$ cat src/rtl/fetch_pkg.sv
package fetch_pkg;
    localparam int XLEN    = 32;
    localparam int ILEN    = 32;
    localparam int PC_STEP = ILEN / 8;

    typedef logic [XLEN-1:0] addr_t;
    typedef logic [ILEN-1:0] word_t;

    typedef struct packed {
        addr_t pc;
        word_t inst;
    } fetch_pkt_t;

    function automatic addr_t seq_next(input addr_t pc);
        return pc + addr_t'(PC_STEP);
    endfunction
endpackage

$ cat src/rtl/fetch_nextpc_sel.sv
module fetch_nextpc_sel
    import fetch_pkg::*;
(
    input  logic  redirect_valid,
    input  addr_t redirect_pc,
    input  addr_t cur_pc,
    output addr_t next_pc
);
    always_comb begin
        if (redirect_valid) next_pc = redirect_pc;
        else                next_pc = seq_next(cur_pc);
    end
endmodule

$ cat src/rtl/fetch_pc_reg.sv
module fetch_pc_reg
    import fetch_pkg::*;
#(
    parameter addr_t START_ADDR = '0
) (
    input  logic  clk,
    input  logic  rst,
    input  logic  load,
    input  addr_t d,
    output addr_t q
);
    always_ff @(posedge clk) begin
        if (rst)       q <= START_ADDR;
        else if (load) q <= d;
    end
endmodule

$ cat src/rtl/fetch_squash.sv
module fetch_squash
    import fetch_pkg::*;
(
    input  logic       redirect_valid,
    input  addr_t      pc,
    input  word_t      inst,
    output logic       valid,
    output fetch_pkt_t pkt
);
    always_comb begin
        valid    = ~redirect_valid;
        pkt.pc   = pc;
        pkt.inst = inst;
    end
endmodule

$ cat src/rtl/fetch_pc_unit.sv
module fetch_pc_unit
    import fetch_pkg::*;
#(
    parameter addr_t START_ADDR = 32'h0000_1000
) (
    input  logic            clk,
    input  logic            rst,
    input  logic            redirect_valid,
    input  logic [XLEN-1:0] redirect_pc,
    output logic [XLEN-1:0] imem_addr,
    input  logic [ILEN-1:0] imem_data,
    output logic            out_valid,
    input  logic            out_ready,
    output logic [XLEN-1:0] out_pc,
    output logic [ILEN-1:0] out_inst
);
    addr_t      pc_q;
    addr_t      pc_d;
    logic       pc_load;
    fetch_pkt_t pkt;

    fetch_nextpc_sel u_sel (
        .redirect_valid (redirect_valid),
        .redirect_pc    (redirect_pc),
        .cur_pc         (pc_q),
        .next_pc        (pc_d)
    );

    // a redirect forces the register to drain even when decode stalls
    assign pc_load = redirect_valid | (out_valid & out_ready);

    fetch_pc_reg #(.START_ADDR(START_ADDR)) u_pc (
        .clk  (clk),
        .rst  (rst),
        .load (pc_load),
        .d    (pc_d),
        .q    (pc_q)
    );

    assign imem_addr = pc_q;

    fetch_squash u_sq (
        .redirect_valid (redirect_valid),
        .pc             (pc_q),
        .inst           (imem_data),
        .valid          (out_valid),
        .pkt            (pkt)
    );

    assign out_pc   = pkt.pc;
    assign out_inst = pkt.inst;
endmodule

$ cat config.mk
export PLATFORM = sky130hd
export DESIGN_NAME = fetch_pc_unit
export DESIGN_NICKNAME = d
export VERILOG_FILES = /design/src/rtl/fetch_pkg.sv /design/src/rtl/fetch_nextpc_sel.sv /design/src/rtl/fetch_pc_reg.sv /design/src/rtl/fetch_squash.sv /design/src/rtl/fetch_pc_unit.sv
export SDC_FILE = /design/constraint.sdc
export NUM_CORES = 1
export LEC_CHECK = 0
export BUFFER_PORTS_ARGS = -buffer_cell sky130_fd_sc_hd__buf_4
export CORE_ASPECT_RATIO = 0.7
export CORE_UTILIZATION = 30
export DETAILED_ROUTE_END_ITERATION = 7
export SLEW_MARGIN = 10
export SYNTH_ARGS = -nofsm -noshare
export SYNTH_HDL_FRONTEND = slang
export SYNTH_SLANG_ARGS = --single-unit
$ cat constraint.sdc
create_clock -name clk -period 3.15 [get_ports clk]
set_clock_uncertainty 0.2 [all_clocks]
set_input_delay 0.315 -clock clk [delete_from_list [all_inputs] [get_ports clk]]
set_output_delay 0.315 -clock clk [all_outputs]
set_load 0.005 [all_outputs]
==> results_dict.tcl <==
set metrics [dict create \
    status "completed" \
    syn_area_sq_um 2303 \
    cts.htree.levels 2 \
    portBuffers 100 \
    place_inst 404 \
    power_frac_seq_pct 47.2 \
    n_antenna_cell 0 \
    drtPass1Iterations 4 \
    syn_area_per_cell_sq_um 8.111 \
    grt_max_degree 47 \
    ir_drop_mv 0.1429 \
    cts_tree "yes" \
    p_per_area_nw_per_um2 372.6 \
    setup_tns_ns 0 \
    cp.required_ns 3.13 \
    die_area_sq_um 8038 \
    largestRegisters "u_pc.q: 32 flops" \
    power_frac_clock_pct 32.5 \
    path_buf_inv 0 \
    max_slew_margin_pct 50.18 \
    hold_path_class "in2reg" \
    p_leak_nw 1.109 \
    detail_route.iter0.violations 76 \
    largest_register "u_pc.q" \
    slowest_stage "or4_4" \
    final_cells 412 \
    ioPinCount 165 \
    period_share_pct 77.92 \
    fp.dieH_microns 75.31 \
    synthArstFlopShare_pct 0 \
    antenna_left 0 \
    viasPerCell 4.959 \
    synth_edf_count 0 \
    final_area_sq_um 2720 \
    yosysSeqAreaShare_pct 27.81 \
    yosys_register_bits 32 \
    nets 382 \
    finalPower_mw 1.014 \
    post_cts_resize_count 0 \
    start_util_pct 31.33 \
    rsz0062_at_grt "no" \
    slowest_delay_ns 0.50 \
    rows 26 \
    fp.dieW_microns 106.7 \
    holdBufCountCts 0 \
    largest_reg_flops 32 \
    comb_power_share_pct 20.2 \
    place_hpwl_mm 4.516 \
    cp-start-kind "flop" \
    clk_latency_ns 0.27 \
    final_util_pct 37.00 \
    crit_fanout 7 \
    switching_share_pct 27.53 \
    cts_buffers 5 \
    grt_pass1_wl_mm 9.439 \
    coreArea_sq_um 7352 \
    tightest_slew_ns 0.7462 \
    num_vias 2043 \
    netlist_instances 284 \
    clockBufferDepth 2 \
    hold_viol 0 \
    drc 0 \
    clk_pin_slew_ns 0.07 \
    wl_mm 6.091 \
    finalMaxSlewViolations 0 \
    maxCapViolCount 0 \
    cts_setup_buffers 0 \
    path_delay_family "simple AND/OR/NAND/NOR gates" \
    synth_nets 353 \
    synth_largest_area_cell "dfxtp_1" \
    setup_viol 0 \
    critPathKind "reg2reg" \
    max_freq_ghz 0.4074 \
    area_delta_synth_final_pct 18.09 \
    yosys_warnings 0 \
    arrival_ns 2.44 \
    ctsRootBufferMaster "clkbuf_8" \
    antenna_found_initial 0 \
    track_usage_pct 15.16 \
    wl_per_cell_microns 14.78 \
    net-switching-power_mw 0.2790 \
    first_global_vias 1891 \
    p_int_mw 0.7346 \
    place.gp.congestion 0.7651 \
    place_area_sq_um 2630 \
    crit_chain "ha_1 > nand2_1 > or4_4 > or4_1 > a311oi_1" \
    ys_types 42 \
    fin_crit_ns 2.455 \
    clock-sinks 32 \
    synth-main-ff-cell "dfxtp_1" \
    end_kind "flop" \
    gr-total-overflow 0 \
    synthTopCellsByArea "dfxtp_1 (28%), buf_4 (21%), nor2_1 (4.6%)" \
    synth_top_area_share_pct 27.81 \
    drive_above_1_share_pct 37.26 \
]
==> synthesized netlist by cell type, types with 2 or more instances <==
master and number:
a211oi_1 11, a21oi_1 6, nor3_1 5, a311oi_1 11, or2_2 2, or3_1 3
a221oi_1 3, a2111oi_0 2, nor2b_1 2, dfxtp_1 32, o21ai_0 2, nor4_1 6
nand2_1 13, xor2_1 6, clkbuf_1 8, buf_1 3, nor2_1 28, or4_1 9
a31oi_1 3, xnor2_1 6, mux2i_1 3, nor3b_1 3, o31ai_1 11, buf_4 65
nand3_1 7, inv_1 7, nand4_1 6, buf_2 2, and3_1 2, and4_1 4
buf_6 2
==> cell usage in the layout (no fill, tap or decap), types with 2 or more instances in the layout <==
master / instances
xnor2_1: 6
or4_1: 9
nand3_1: 7
nand4_1: 6
a31oi_1: 3
buf_4: 102
nor4_1: 6
and3_1: 2
a2111oi_0: 2
a311oi_1: 11
mux2i_1: 3
xor2_1: 6
nand2_1: 13
inv_1: 7
or3_1: 3
dfxtp_1: 32
nor3_1: 5
and4_1: 4
nor3b_1: 3
or2_2: 2
nor2_1: 28
nor2b_1: 2
o21ai_0: 2
a21oi_1: 6
clkbuf_1: 2
a221oi_1: 3
a211oi_1: 11
o31ai_1: 11
clkbuf_8: 6
==> area by class of cell <==
cell class	instances	area [sq um]
repair buffers	102	765.7
flip-flops and latches	32	640.6
multi-input cells	164	1071
well taps	98	122.6
inverters	8	30.03
fillers	786	4632
clock buffers	8	90.09
==> cells by family (layout without fill, tap and decap cells) <==
family	count (synthesis)	count (layout)	synth area share, %
buffers and inverters	88	118	25.69
xor gates and xnor gates	12	12	4.563
and+or+nand+nor	97	97	23.68
adders and majority gates	1	1	0.5431
DFF	32	32	27.81
AOI/OAI and AO/OA	51	51	16.40
muxes	3	3	1.304
==> through the flow <==
step	worst slack, ns	hold WS (ns)
floorplan	0.9549	0.2577
global placement	0.8439	0.3057
detailed placement	0.7451	0.3234
CTS	0.7060	0.06703
global route	0.5066	0.08697
finish	0.6955	0.07056
==> worst paths after layout <==
kind / from / endpoint / slack (ns) / depth (start not counted)
setup reg to reg: u_pc.q[2] / u_pc.q[30] / 0.70 / 5
setup / recovery: u_pc.q[2] / u_pc.q[30] / 0.70 / 5
hold / removal: redirect_pc[1] / u_pc.q[1] / 0.07 / 3
hold reg to reg: u_pc.q[1] / u_pc.q[1] / 0.34 / 2
==> power by group through the flow <==
stage	sequential [mW]	clock (mW)	combinational (mW)
floorplan	0.480	0	0.145
global placement	0.485	0	0.210
detailed placement	0.488	0	0.209
CTS	0.479	0.340	0.209
global route	0.486	0.363	0.227
finish	0.479	0.330	0.205
==> worst reg2reg max path, cell delays in order (launching register included) <==
cell,delay (ns)
dfxtp_1,0.46
ha_1,0.27
nand2_1,0.19
or4_4,0.50
or4_1,0.48
a311oi_1,0.26
==> metal layers <==
| layer | up-vias | share of wire (%) | global-route usage (%) | wire length [microns] |
|---|---|---|---|---|
| met3 | 4 | 5.8 | 4.962 | 354 |
| met5 | - | 0 | 0 | 0 |
| met1 | 934 | 51 | 21.51 | 3116 |
| li1 | 1023 | - | - | - |
| met4 | 0 | 0.34 | 3.196 | 21 |
| met2 | 82 | 43 | 22.44 | 2599 |
Note: power is estimated with default switching activity, not from simulation.
